### config.mk
export PLATFORM = sky130hd
export DESIGN_NAME = pixmat_periph
export DESIGN_NICKNAME = d
export VERILOG_FILES = /design/src/rtl/pixmat_pkg.sv /design/src/rtl/pixmat_sync.sv /design/src/rtl/pixmat_cfg_col.sv /design/src/rtl/pixmat_col.sv /design/src/rtl/pixmat_ro_ctrl.sv /design/src/rtl/pixmat_periph.sv
export SDC_FILE = /design/constraint.sdc
export NUM_CORES = 1
export LEC_CHECK = 0
export BUFFER_PORTS_ARGS = -buffer_cell sky130_fd_sc_hd__buf_2
export CAP_MARGIN = 0
export CORE_MARGIN = 2
export CORE_UTILIZATION = 44
export CTS_CLUSTER_SIZE = 20
export DETAILED_ROUTE_END_ITERATION = 8
export GPL_TIMING_DRIVEN = 0
export PLACE_DENSITY = 0.63
export RECOVER_POWER = 50
export SETUP_SLACK_MARGIN = 0.05
export SYNTH_ARGS = -nofsm -noshare
export SYNTH_HDL_FRONTEND = slang
export SYNTH_SLANG_ARGS = --single-unit
### constraint.sdc
create_clock -name clk -period 2.02 [get_ports clk]
set_input_delay 0.101 -clock clk [delete_from_list [all_inputs] [get_ports clk]]
set_output_delay 0.101 -clock clk [all_outputs]
set_load 0.05 [all_outputs]
### src/rtl/pixmat_pkg.sv
package pixmat_pkg;
  typedef enum logic {
    RO_IDLE  = 1'b0,
    RO_SHIFT = 1'b1
  } ro_state_t;

  // position of a cell's two bits inside its column configuration chain
  function automatic int cfg_test_pos(input int row);
    return 2 * row;
  endfunction

  function automatic int cfg_mask_pos(input int row);
    return 2 * row + 1;
  endfunction
endpackage

### src/rtl/pixmat_sync.sv
module pixmat_sync #(
  parameter int W      = 1,
  parameter int STAGES = 2
) (
  input  logic         clk,
  input  logic         rst_n,
  input  logic [W-1:0] d,
  output logic [W-1:0] q
);
  logic [W-1:0] stage [STAGES];

  for (genvar i = 0; i < STAGES; i++) begin : g_stage
    if (i == 0) begin : g_first
      always_ff @(posedge clk or negedge rst_n) begin
        if (!rst_n) stage[0] <= '0;
        else        stage[0] <= d;
      end
    end else begin : g_next
      always_ff @(posedge clk or negedge rst_n) begin
        if (!rst_n) stage[i] <= '0;
        else        stage[i] <= stage[i-1];
      end
    end
  end

  assign q = stage[STAGES-1];
endmodule

### src/rtl/pixmat_cfg_col.sv
module pixmat_cfg_col
  import pixmat_pkg::*;
#(
  parameter int NROW = 65
) (
  input  logic            clk,
  input  logic            rst_n,
  input  logic            sdi,
  input  logic            shift,
  input  logic            load,
  output logic [NROW-1:0] test_q,
  output logic [NROW-1:0] mask_q
);
  localparam int CHAIN = 2 * NROW;

  logic [CHAIN-1:0] chain;
  logic [NROW-1:0]  test_d, mask_d;

  always_ff @(posedge clk or negedge rst_n) begin
    if (!rst_n)     chain <= '0;
    else if (shift) chain <= {sdi, chain[CHAIN-1:1]};
  end

  for (genvar r = 0; r < NROW; r++) begin : g_split
    assign test_d[r] = chain[cfg_test_pos(r)];
    assign mask_d[r] = chain[cfg_mask_pos(r)];
  end

  always_ff @(posedge clk or negedge rst_n) begin
    if (!rst_n) begin
      test_q <= '0;
      mask_q <= '0;
    end else if (load) begin
      test_q <= test_d;
      mask_q <= mask_d;
    end
  end
endmodule

### src/rtl/pixmat_col.sv
module pixmat_col #(
  parameter int NROW = 65
) (
  input  logic            clk,
  input  logic            rst_n,
  input  logic [NROW-1:0] comp_s,
  input  logic            hit_pol,
  input  logic            strobe,
  input  logic [NROW-1:0] mask,
  input  logic            cap_en,
  input  logic            clr,
  input  logic            shift,
  output logic            sdo
);
  logic [NROW-1:0] prev;
  logic [NROW-1:0] data;
  logic [NROW-1:0] hit_now;

  always_ff @(posedge clk or negedge rst_n) begin
    if (!rst_n) prev <= '0;
    else        prev <= comp_s;
  end

  for (genvar r = 0; r < NROW; r++) begin : g_cell
    logic changed;
    logic to_active;
    assign changed    = comp_s[r] ^ prev[r];
    assign to_active  = (comp_s[r] == hit_pol);
    assign hit_now[r] = changed & to_active & strobe & cap_en & ~mask[r];
  end

  always_ff @(posedge clk or negedge rst_n) begin
    if (!rst_n)     data <= '0;
    else if (clr)   data <= '0;
    else if (shift) data <= {1'b0, data[NROW-1:1]};
    else            data <= data | hit_now;
  end

  assign sdo = data[0];
endmodule

### src/rtl/pixmat_ro_ctrl.sv
module pixmat_ro_ctrl
  import pixmat_pkg::*;
#(
  parameter int NROW = 65
) (
  input  logic clk,
  input  logic rst_n,
  input  logic start,
  input  logic clr,
  input  logic ready,
  output logic valid,
  output logic done,
  output logic shift
);
  localparam int CW = (NROW > 1) ? $clog2(NROW) : 1;
  localparam logic [CW-1:0] LAST = CW'(NROW - 1);

  ro_state_t      state;
  logic [CW-1:0]  cnt;

  assign valid = (state == RO_SHIFT);
  assign shift = valid & ready & ~clr;

  always_ff @(posedge clk or negedge rst_n) begin
    if (!rst_n) begin
      state <= RO_IDLE;
      cnt   <= '0;
      done  <= 1'b0;
    end else if (clr) begin
      state <= RO_IDLE;
      cnt   <= '0;
      done  <= 1'b0;
    end else if (state == RO_IDLE) begin
      if (start) begin
        state <= RO_SHIFT;
        cnt   <= '0;
        done  <= 1'b0;
      end
    end else if (shift) begin
      if (cnt == LAST) begin
        state <= RO_IDLE;
        cnt   <= '0;
        done  <= 1'b1;
      end else begin
        cnt <= cnt + 1'b1;
      end
    end
  end
endmodule

### src/rtl/pixmat_periph.sv
module pixmat_periph #(
  parameter int NCOL        = 2,
  parameter int NROW        = 65,
  parameter int SYNC_STAGES = 2,
  localparam int NCELL      = NCOL * NROW
) (
  input  logic             clk,
  input  logic             rst_n,
  input  logic [NCELL-1:0] comp_in,
  input  logic             hit_pol,
  input  logic             strobe,
  input  logic [NCOL-1:0]  cfg_sdi,
  input  logic             cfg_shift,
  input  logic             cfg_load,
  output logic [NCELL-1:0] inj_en,
  input  logic             clr,
  input  logic             ro_start,
  output logic             ro_valid,
  input  logic             ro_ready,
  output logic [NCOL-1:0]  ro_sdo,
  output logic             ro_done
);
  logic [NCELL-1:0] comp_s;
  logic             ro_shift;

  pixmat_sync #(.W(NCELL), .STAGES(SYNC_STAGES)) u_sync (
    .clk   (clk),
    .rst_n (rst_n),
    .d     (comp_in),
    .q     (comp_s)
  );

  pixmat_ro_ctrl #(.NROW(NROW)) u_ctrl (
    .clk   (clk),
    .rst_n (rst_n),
    .start (ro_start),
    .clr   (clr),
    .ready (ro_ready),
    .valid (ro_valid),
    .done  (ro_done),
    .shift (ro_shift)
  );

  for (genvar c = 0; c < NCOL; c++) begin : g_col
    logic [NROW-1:0] test_q, mask_q;

    pixmat_cfg_col #(.NROW(NROW)) u_cfg (
      .clk    (clk),
      .rst_n  (rst_n),
      .sdi    (cfg_sdi[c]),
      .shift  (cfg_shift),
      .load   (cfg_load),
      .test_q (test_q),
      .mask_q (mask_q)
    );

    pixmat_col #(.NROW(NROW)) u_col (
      .clk     (clk),
      .rst_n   (rst_n),
      .comp_s  (comp_s[c*NROW +: NROW]),
      .hit_pol (hit_pol),
      .strobe  (strobe),
      .mask    (mask_q),
      .cap_en  (~ro_valid),
      .clr     (clr),
      .shift   (ro_shift),
      .sdo     (ro_sdo[c])
    );

    assign inj_en[c*NROW +: NROW] = test_q;
  end
endmodule

==> summary.md, run 1 <==
| Metric | Value |
|---|---|
| I/O pins | between 200 and 300 |
| Core Rows | 108 |
| GR Overflow Total | 0 |
| Share of post-route cells with drive strength above 1 | 0.356 |
| Htree depth | 3 |
| Sw Ratio | 0.244 |
| Area contributors post-synth | dfrtp_1, mux2_2, a211o_1 |
| Sequential share of power | 0.486 |
| Post-placement setup slack | -0.709 ns |
| Commonest cells in the synthesized netlist | dfrtp_1, mux2_2, nor2_1 |
| Period Utilization, post-route | 0.924 |
| PD cells | 1040 nW/um^2 |
| Initial core utilization | 0.444 |
| CP arrival | between 2 and 2.5 ns |
| Clock slew at reported path FFs | 0.06 ns |
| CTS buffer count | roughly 110 |
| Yosys warnings | 0 |
| Post-layout util | 0.540 |
| Routed wire per std cell | 19.2 um |
| Pint | approximately 37 mW |
| Psw | around 12 mW |
| Post-synthesis sequential area ratio | 0.680 |
| Failing checks | hold timing, capacitance limit, slew limit |
| DIE AREA | 90,100 um^2 |
| Share of the synthesized area in the top cell type | 0.680 |
| Worst Reg-to-Reg Cells | 6 |
| Asr flop ratio synth | 1.00 |
| Routability Congestion | ~0.75 |
| Layout Skew | ~0.018 ns |
| Critical path required time | ~2.6 ns |
| Syn-to-layout area delta | 21.5% |
| Routed Antenna Nets | 0 |
| MaxCap Viol Count | 2 |
| Die Width | between 300 and 400 um |
| Startpoint Class | flip-flop |
| TritonRoute pass-1 iters | 5 |
| Crit-path max FO | 11 |
| Register bit total from synthesis | 1,049 |
| Slew HR | -0.140 |
| Synth Flop Type | dfrtp_1 |
| Max Freq | around 540 MHz |
| Yosys top cell by area | dfrtp_1 |
| Static leakage | between 20 and 25 nW |
| Crit path from | u_ctrl.valid |
| Gr usage total | 0.188 |
| Setup TNS | 0 ns |
| Hold Vio Cnt, Final | between 200 and 250 |
| Post-synth net total | 2,685 |
| DR vias | ~22,000 |
| Non-Filler Instances | around 4,300 |
| Post-Syn Area | between 30,000 and 40,000 um^2 |
| Worst setup EP type | flip-flop |
| Design area | 46,900 um^2 |
| DR DRC count | 0 |
| FILL cells | between 7,000 and 8,000 |
| DP Wirelength | approximately 55,000 um |
| Total placed cells including tap cells | around 4,000 |
| Initial antenna violation count | 1 |
| Placed cell area | 41,700 um^2 |
| Worst setup margin | around 0.15 ns |
| RSZ-0062 raised after global routing | false |
| Clk pwr share | 0.420 |
| Die span in y | about 300 um |
| Period minus WS final | 1.87 ns |
| Comb pwr share | 0.093 |
| Clock latency on the worst-skew pair | just under 0.7 ns |
| Clock Sinks | roughly 1,000 |
| Fin. max-slew vios | roughly 200 |
| Reg2reg start | u_ctrl.valid |
| Worst Tran Pin Value | roughly 1.7 ns |
| Maximum vdd drop | 759 uV |
| Final WL | between 80,000 and 90,000 um |
| Syn avg cell area | 15.2 um^2 |
| R2r setup slk | around 0.15 ns |
| Crit Path Class | flip-flop to flip-flop |
| I/O Buffers | around 270 |
| Number of global-route vias before repair | 23,900 |
| Clock Tree Buf Depth | 3 |
| Final setup violation count | 0 |
| 1st-iter DRT viols | 1,312 |
| EDFF count, synth | 0 |
| Critical R2R Capture | g_col[0].u_col.data[30] |
| Mapped Cells | 2,542 |
| Power, Total | 48.8 mW |
| CTS tree | done |
| Largest net degree at the start of global routing | around 130 |
| Via density | between 5 and 6 |
| Core area | 86,900 um^2 |
| Hold Crit Class | input pin to asynchronous set/reset pin |
| Status | finished with violations |
| First-pass GRT wire length | roughly 130,000 um |
| Hold WS | -0.646 ns |
| Count of cell types in the netlist | 35 |
| Setup crit end | g_col[0].u_col.data[30] |
| Nets | about 3,200 |
| Most common cell in the synthesized netlist | dfrtp_1 |
| Clock Tree Root | clkbuf_16 |
[per-layer routing]
metal | wire length [um] | up-vias | track usage | share of wire
met2 | 40600 | 373 | 0.308 | 0.49
met4 | 2040 | 0 | 0.0574 | 0.025
met3 | 3070 | 129 | 0.0350 | 0.037
li1 | - | 10200 | - | -
met1 | 37100 | 11600 | 0.255 | 0.45
met5 | 0 | - | 0 | 0
[timing repair]
action / in CTS / in global routing
gates cloned: 0 / 1
setup endpoints to repair: 112 / 168
hold endpoints to repair: 623 / 154
hold buffers: 148 / 2
buffers inserted: 1 / 0
resized for setup: 20 / 34
pin swaps: 1 / 0
[worst min path at each step]
stage | from | to | slack (ns)
finish | rst_n | g_col[0].u_cfg.chain[31] | -0.65
global placement | comp_in[96] | u_sync.stage[226] | 0.21
CTS | rst_n | g_col[0].u_cfg.chain[30] | -0.65
global route | rst_n | g_col[0].u_cfg.test_q[16] | -0.63
detailed placement | rst_n | g_col[0].u_cfg.chain[31] | 0.11
floorplan | rst_n | g_col[0].u_cfg.chain[0] | -0.19
[state kept, by name, summed over array words and instances (netlist names)]
signal,cells
g_col.u_cfg.chain,260
g_col.u_cfg.mask_q,130
g_col.u_cfg.test_q,130
g_col.u_col.data,130
g_col.u_col.prev,130
u_sync.q,130
u_sync.stage,130
u_ctrl.cnt,7
u_ctrl.done,1
u_ctrl.valid,1
[cells by family (layout without fill, tap and decap cells)]
| kind of cell | Yosys count | count (layout) | share of synthesized area |
|---|---|---|---|
| other | 0 | 2 | 0 |
| AND/OR/NAND/NOR | 542 | 542 | 0.0835 |
| AO/OA/AOI/OAI | 275 | 275 | 0.0649 |
| buffers and inverters | 152 | 779 | 0.0187 |
| flip-flops | 1049 | 1049 | 0.680 |
| adder cells (fa/ha/maj) | 2 | 2 | 0.000648 |
| multiplexers | 522 | 522 | 0.152 |
[cells in the final DEF (no fill, tap or decap), types with 58 or more instances in the layout]
master / count
dfrtp_1: 1049
mux2_2: 521
buf_2: 319
nor2_1: 262
dlygate4sd3_1: 148
nand3b_1: 131
a211o_1: 131
or3b_1: 128
clkbuf_16: 112
clkbuf_1: 82
a211oi_1: 72
a211oi_2: 58
[worst max-delay path, cell delays in order, from the launching register on]
cell and delay [ns]:
dfrtp_1 0.37, buf_4 0.16, nand2b_2 0.26, clkbuf_16 0.24, clkbuf_2 0.22, a211o_1 0.27, a211oi_1 0.22
[cell type report]
| cell class | instances | area, um^2 | area share |
|---|---|---|---|
| sequential | 1049 | 26300 | 0.559 |
| multi-input combinational | 1341 | 11600 | 0.248 |
| clock buffer | 158 | 3220 | 0.0687 |
| timing repair buffer | 432 | 3070 | 0.0653 |
| tap | 1155 | 1450 | 0.0308 |
| buffer | 147 | 769 | 0.0164 |
| clock inverter | 38 | 498 | 0.0106 |
| inverter | 4 | 15.0 | 0.000320 |
| antenna | 2 | 5.00 | 0.000107 |
[power by group through the flow]
stage                     Sequential, mW  Clock, mW  Combinational, mW
final                               23.7       20.5               4.54
after global routing                23.9       22.0               4.93
after CTS                           23.7       21.1               4.63
after detailed placement            24.1          0               4.37
after global placement              24.0          0               4.18
after floorplan                     24.5          0               2.08
No activity file was read; power rests on OpenSTA's default activity.
==> run 2: changes to the inputs <==
--- a/config.mk
+++ b/config.mk
@@ -12,8 +12,8 @@
 export CTS_CLUSTER_SIZE = 20
 export DETAILED_ROUTE_END_ITERATION = 8
 export GPL_TIMING_DRIVEN = 0
+export HOLD_SLACK_MARGIN = 0.06
 export PLACE_DENSITY = 0.63
-export RECOVER_POWER = 50
 export SETUP_SLACK_MARGIN = 0.05
 export SYNTH_ARGS = -nofsm -noshare
 export SYNTH_HDL_FRONTEND = slang
==> run 2 against run 1 <==
Net effect: the flow finishes with violations (hold timing); first-iteration DRC count rose by 2.1%; hold slack improved by 0.037 ns; non-clock buffer count rose by 105; global-route usage rose by 0.28 points; critical endpoint unchanged; flip-flop and latch count did not move; cell area rose by 2.4%; routed wire length rose by 1.2%; die area did not move; final cell count rose by 2.4%; fmax rose by 0.16%.
==> summary.md, run 2 (synthesized netlist as in run 1, its figures left out) <==
| Metric | Value |
|---|---|
| Status | finished with violations |
| Failing checks | hold timing |
| Hold Crit Class | input pin to asynchronous set/reset pin |
| Hold Vio Cnt, Final | approximately 420 |
| PD cells | 1020 nW/um^2 |
| GR Overflow Total | 0 |
| Clk pwr share | 0.419 |
| Sw Ratio | 0.244 |
| I/O pins | 275 |
| Worst setup margin | roughly 0.16 ns |
| Commonest non-fill, non-tap cell in the layout | dfrtp_1 |
| Crit path cell chain | buf_4, nand2b_2, clkbuf_16, clkbuf_2, a211o_1, a211oi_1 |
| CP arrival | between 2 and 2.5 ns |
| Static leakage | roughly 23 nW |
| Crit-path max FO | 10 |
| Share of post-route cells with drive strength above 1 | 0.349 |
| Post-placement setup slack | -0.709 ns |
| Post-layout util | 0.553 |
| Slew HR | 0.180 |
| Routed Antenna Nets | 0 |
| Nets | between 3,000 and 4,000 |
| Layout Skew | about 0.018 ns |
| CTS tree | done |
| Worst setup EP type | flip-flop |
| Placed cell area | about 42,000 um^2 |
| Maximum vdd drop | between 700 and 800 uV |
| Diodes inserted | 0 |
| Psw | approximately 12 mW |
| Top reg by flops | g_col.u_cfg.chain |
| Design area | between 40,000 and 50,000 um^2 |
| Startpoint Class | flip-flop |
| Clock Tree Root | clkbuf_16 |
| CP max-delay cell | dfrtp_1 |
| FILL cells | 6,962 |
| RSZ-0062 raised after global routing | false |
| Multi-input gate area | 11,600 um^2 |
| Clock slew at reported path FFs | 0.06 ns |
| Die span in y | 300 um |
| Clock Sinks | approximately 1,000 |
| Core Rows | about 110 |
| Htree depth | 3 |
| Period minus WS final | ~1.9 ns |
| Max reg flops | 260 |
| Most frequent cells in the layout | dfrtp_1, mux2_2, buf_2 |
| DP Wirelength | approximately 55,000 um |
| Core area | 86,900 um^2 |
| Die Width | around 300 um |
| Initial core utilization | 0.444 |
| TritonRoute pass-1 iters | 5 |
| Clock latency on the worst-skew pair | ~0.68 ns |
| Worst Tran Pin Value | roughly 1.2 ns |
| Fin. max-slew vios | 0 |
| Routed wire per std cell | 18.9 um |
| I/O Buffers | ~270 |
| Final setup violation count | 0 |
| Routability Congestion | around 0.75 |
| Largest net degree at the start of global routing | ~130 |
| Comb pwr share | 0.096 |
| Initial antenna violation count | 1 |
| Via density | roughly 5 |
| First-pass GRT wire length | ~140,000 um |
| Critical path required time | about 2.6 ns |
| Final WL | approximately 84,000 um |
| DIE AREA | roughly 90,000 um^2 |
| DR DRC count | 0 |
| Gr usage total | 0.191 |
| Crit-path max cell delay | 0.37 ns |
| Number of global-route vias before repair | ~24,000 |
| Pint | 37.0 mW |
| CTS buffer count | between 100 and 150 |
| Clock Tree Buf Depth | 3 |
| Crit Path Class | flip-flop to flip-flop |
| 1st-iter DRT viols | between 1,000 and 1,500 |
| Register Area | approximately 26,000 um^2 |
| Syn-to-layout area delta | 24.5% |
| DR vias | 22,700 |
| Sequential share of power | 0.485 |
| Period Utilization, post-route | 0.923 |
| Hold WS | -0.609 ns |
| Max Freq | between 500 and 600 MHz |
| MaxCap Viol Count | 0 |
==> run 2: cell types whose count changed in the layout (fill, tap and decap cells not counted), sizes merged <==
cell         delta
buf            +15
clkbuf         -17
diode           -2
dlygate4sd3   +107
==> run 2: cell type report <==
class                           count  share of cell area
Sequential cell                  1049               0.546
Tap cell                         1155              0.0301
Inverter                            4            0.000312
Buffer                            147              0.0161
Clock inverter                     38              0.0104
Multi-Input combinational cell   1341               0.242
Clock buffer                      158              0.0671
Timing Repair Buffer              537              0.0874
==> run 2: power groups by stage <==
stage	Clock, mW	Combinational, mW	Sequential, mW
floorplan	0	2.08	24.5
finish	20.5	4.72	23.7
detailed placement	0	4.37	24.1
global placement	0	4.18	24.0
CTS	21.1	4.77	23.7
global route	22.0	5.12	23.9
==> run 2: path summary, 6_finish.rpt <==
check / from / to / slack, ns / cells after the start
max: u_ctrl.valid / g_col[0].u_col.data[30] / 0.16 / 6
min: rst_n / g_col[0].u_cfg.chain[31] / -0.61 / 1
max reg2reg: u_ctrl.valid / g_col[0].u_col.data[30] / 0.16 / 6
min reg2reg: u_sync.stage[140] / u_sync.q[10] / 0.35 / 0
max in group asynchronous: rst_n / g_col[1].u_cfg.test_q[21] / 0.50 / 5
min in group clk: comp_in[74] / u_sync.stage[204] / 0.12 / 2
==> run 2: metal layers <==
metal	global-route usage	vias up	wire, um
li1	-	10400	-
met1	0.257	11800	37500
met2	0.316	379	41300
met3	0.0353	125	3140
met4	0.0560	0	1940
met5	0	-	0
==> run 2: timing repair <==
item,CTS,global route
hold buffers,252,3
setup buffers,1,0
gates resized for setup,20,35
gates cloned,0,1
endpoints found under the hold margin,792,332
setup endpoints to repair,112,168
pin swaps,1,0
==> run 2: metrics by stage <==
step	std cells	total power, mW	setup TNS [ns]
after floorplan	2542	26.6	0
after global placement	3968	28.2	-
after detailed placement	3977	28.5	-264.43
after CTS	4426	49.6	0
after global routing	4429	51.1	0
final	4429	48.9	0
==> run 2: worst max-delay path: cells and delay by family (launching register included) <==
kind / cells / cell delay, ns
buf+inv: 3 / 0.62
flops: 1 / 0.37
simple gates: 1 / 0.26
compound gates: 2 / 0.50
==> run 3: changes to the inputs <==
--- a/config.mk
+++ b/config.mk
@@ -5,6 +5,7 @@
 export SDC_FILE = /design/constraint.sdc
 export NUM_CORES = 1
 export LEC_CHECK = 0
+export ABC_AREA = 1
 export BUFFER_PORTS_ARGS = -buffer_cell sky130_fd_sc_hd__buf_2
 export CAP_MARGIN = 0
 export CORE_MARGIN = 2
==> run 3 against run 2 <==
Net effect: synthesized cell count up 45%; via count up 20%; clock power about the same; sequential power up 3%; the run still ends with hold timing left; final cell count up 26%; largest power group unchanged; largest cell class unchanged; clock skew about the same; global-route usage up 2.0 points; critical endpoint is now g_col[1].u_col.data[26].
==> summary.md, run 3 <==
| Metric | Value |
|---|---|
| Design area | roughly 47,000 um^2 |
| EDFF count, synth | 0 |
| Yosys top cell by area | dfrtp_1 |
| CTS tree | done |
| Initial core utilization | 0.445 |
| Total placed cells including tap cells | around 5,100 |
| Syn-to-layout area delta | 24.8% |
| Period minus WS final | around 1.8 ns |
| Die span in y | 298 um |
| Placed cell area | ~41,000 um^2 |
| Worst Reg-to-Reg Cells | 7 |
| Period Utilization, post-route | 0.912 |
| Post-layout util | 0.555 |
| Worst Tran Pin Value | 0.918 ns |
| Startpoint Class | flip-flop |
| Share of the synthesized area in the top cell type | 0.692 |
| Most frequent cells in the layout | dfrtp_1, nor2_1, nand2_1 |
| Fin. max-slew vios | 0 |
| Clock slew at reported path FFs | about 0.060 ns |
| Asr flop ratio synth | 1.00 |
| R2r setup slk | 0.18 ns |
| 1st-iter DRT viols | ~1,900 |
| Top reg by flops | g_col.u_cfg.chain |
| Crit path cell chain | inv_2, nor2_4, nand2_4, buf_4, clkbuf_2, o21ai_0, a21oi_1 |
| RSZ-0062 raised after global routing | false |
| Routed wire per std cell | roughly 17 um |
| Final setup violation count | 0 |
| Nets | around 4,500 |
| Largest net degree at the start of global routing | about 170 |
| PD cells | 1090 nW/um^2 |
| Hold Crit Class | input pin to asynchronous set/reset pin |
| Most common cell in the synthesized netlist | dfrtp_1 |
| Crit-path max cell delay | 0.39 ns |
| Slew HR | 0.388 |
| Count of cell types in the netlist | 22 |
| Commonest cells in the synthesized netlist | dfrtp_1, nor2_1, nand2_1 |
| Failing checks | hold timing |
| Post-synth net total | about 3,800 |
| Hold WS | -0.539 ns |
| Routed Antenna Nets | 0 |
| Power, Total | between 50 and 60 mW |
| Clock Sinks | about 1,000 |
| Share of post-route cells with drive strength above 1 | 0.145 |
| CP max-delay cell | dfrtp_1 |
| Critical R2R Capture | g_col[1].u_col.data[26] |
| Clock latency on the worst-skew pair | ~0.68 ns |
| MaxCap Viol Count | 0 |
| Routability Congestion | about 0.81 |
| Status | finished with violations |
| Hold Vio Cnt, Final | between 150 and 200 |
| Layout Skew | 0.0174 ns |
| Reg2reg start | u_ctrl.valid |
| Crit Path Class | flip-flop to flip-flop |
| CTS buffer count | 110 |
| Yosys warnings | 0 |
| Number of global-route vias before repair | 27,100 |
| Hold_buf cts | between 200 and 300 |
| I/O Buffers | around 270 |
| Critical path's top delay family | buffers and inverters |
| Post-Syn Area | between 30,000 and 40,000 um^2 |
| Max Freq | 543 MHz |
| Synth Flop Type | dfrtp_1 |
| Commonest non-fill, non-tap cell in the layout | dfrtp_1 |
| Setup TNS | 0 ns |
| Maximum vdd drop | ~930 uV |
| Gr usage total | 0.210 |
| Syn avg cell area | 10.3 um^2 |
| Clock Tree Buf Depth | 3 |
| DIE AREA | slightly below 90,000 um^2 |
| DR vias | 27,100 |
| TritonRoute pass-1 iters | 5 |
| CP arrival | about 2.4 ns |
| Worst setup EP type | flip-flop |
| Clock Tree Root | clkbuf_16 |
| First-pass GRT wire length | 147,000 um |
| Final WL | 92,100 um |
| Core area | between 80,000 and 90,000 um^2 |
| Mapped Cells | 3,687 |
| Max reg flops | 260 |
| I/O pins | roughly 280 |
| Register bit total from synthesis | ~1,000 |
| DP Wirelength | ~60,000 um |
| Core Rows | between 100 and 150 |
| DR DRC count | 0 |
| Area contributors post-synth | dfrtp_1, nor2_1, nand2_1 |
| Crit-path max FO | 11 |
| GR Overflow Total | 0 |
| WP buf/inv | 3 |
| Post-synthesis sequential area ratio | 0.692 |
| Via density | just under 5 |
| Non-Filler Instances | 5,575 |
| Die Width | just under 300 um |
| Initial antenna violation count | 4 |
| Critical path required time | 2.56 ns |
| Htree depth | 3 |
| Static leakage | approximately 22 nW |
[run 3: cell count changes in the layout (fill, tap and decap cells not counted), moves of 226 or more]
cell and change:
nor2_1 +393, nand2_1 +615, o21ai_0 +460, a21oi_1 +389, inv_1 +226, mux2_2 -473
[run 3: logic make-up (layout without fill, tap and decap cells)]
logic type	after synthesis	count (layout)	share of synthesized area
other cells	0	5	0
simple gates	1290	1290	0.129
mux	48	48	0.0143
buf+inv	431	1170	0.0495
fa+ha+maj	2	2	0.000660
flops	1049	1049	0.692
compound gates	867	867	0.115
[run 3: metal layers]
metal | up-vias | global-route usage | part of all wire
li1 | 13100 | - | -
met1 | 13300 | 0.288 | 0.45
met2 | 543 | 0.335 | 0.47
met3 | 124 | 0.0547 | 0.064
met4 | 4 | 0.0527 | 0.018
met5 | - | 0 | 0.00029
[run 3: how the worst max path moves through the flow]
stage / startpoint / endpoint / slack (ns) / cells after the start
3_5_place_dp: rst_n / u_sync.stage[198] / -0.79 / 4
3_3_place_gp: rst_n / u_sync.stage[209] / -22.21 / 1
2_1_floorplan: u_ctrl.valid / g_col[0].u_col.data[20] / 0.40 / 7
6_report: u_ctrl.valid / g_col[1].u_col.data[26] / 0.18 / 7
5_1_grt: u_ctrl.valid / g_col[1].u_col.data[21] / 0.06 / 7
4_1_cts: u_ctrl.valid / g_col[1].u_col.data[26] / 0.09 / 7
[run 3: cell type report]
cell class	instances	area, um^2
Clock buffer	156	3220
Buffer	197	1000
Clock inverter	45	537
Antenna cell	5	12.5
Inverter	233	875
Multi-Input combinational cell	2207	9800
Tap cell	1144	1430
Timing Repair Buffer	539	4190
Fill cell	7409	38000
Sequential cell	1049	26300
[run 3: power breakdown]
group          switching, mW  internal [mW]  leakage, nW
sequential              1.21           23.2         12.8
combinational           4.59           2.02         7.05
clock                   8.31           12.5         1.87
total                   14.1           37.7         21.7
[run 3: through the flow]
| step | hold slack, ns | setup slack (ns) |
|---|---|---|
| floorplan | -0.195 | 0.395 |
| global placement | 0.209 | -22.21 |
| detailed placement | 0.210 | -0.788 |
| CTS | -0.517 | 0.0851 |
| global route | -0.496 | 0.0588 |
| finish | -0.539 | 0.177 |
[run 3: worst reg2reg max path, cell delays in order, from the launching register on]
cell	delay, ns
dfrtp_1	0.39
inv_2	0.08
nor2_4	0.16
nand2_4	0.11
buf_4	0.27
clkbuf_2	0.23
o21ai_0	0.37
a21oi_1	0.08
[run 3: what timing repair did]
| item | 4_1_cts | 5_1_grt |
|---|---|---|
| setup endpoints to repair | 122 | 118 |
| resized for setup | 0 | 4 |
| pin swaps | 0 | 0 |
| gates cloned | 1 | 1 |
| endpoints found under the hold margin | 366 | 159 |
| buffers inserted | 0 | 0 |
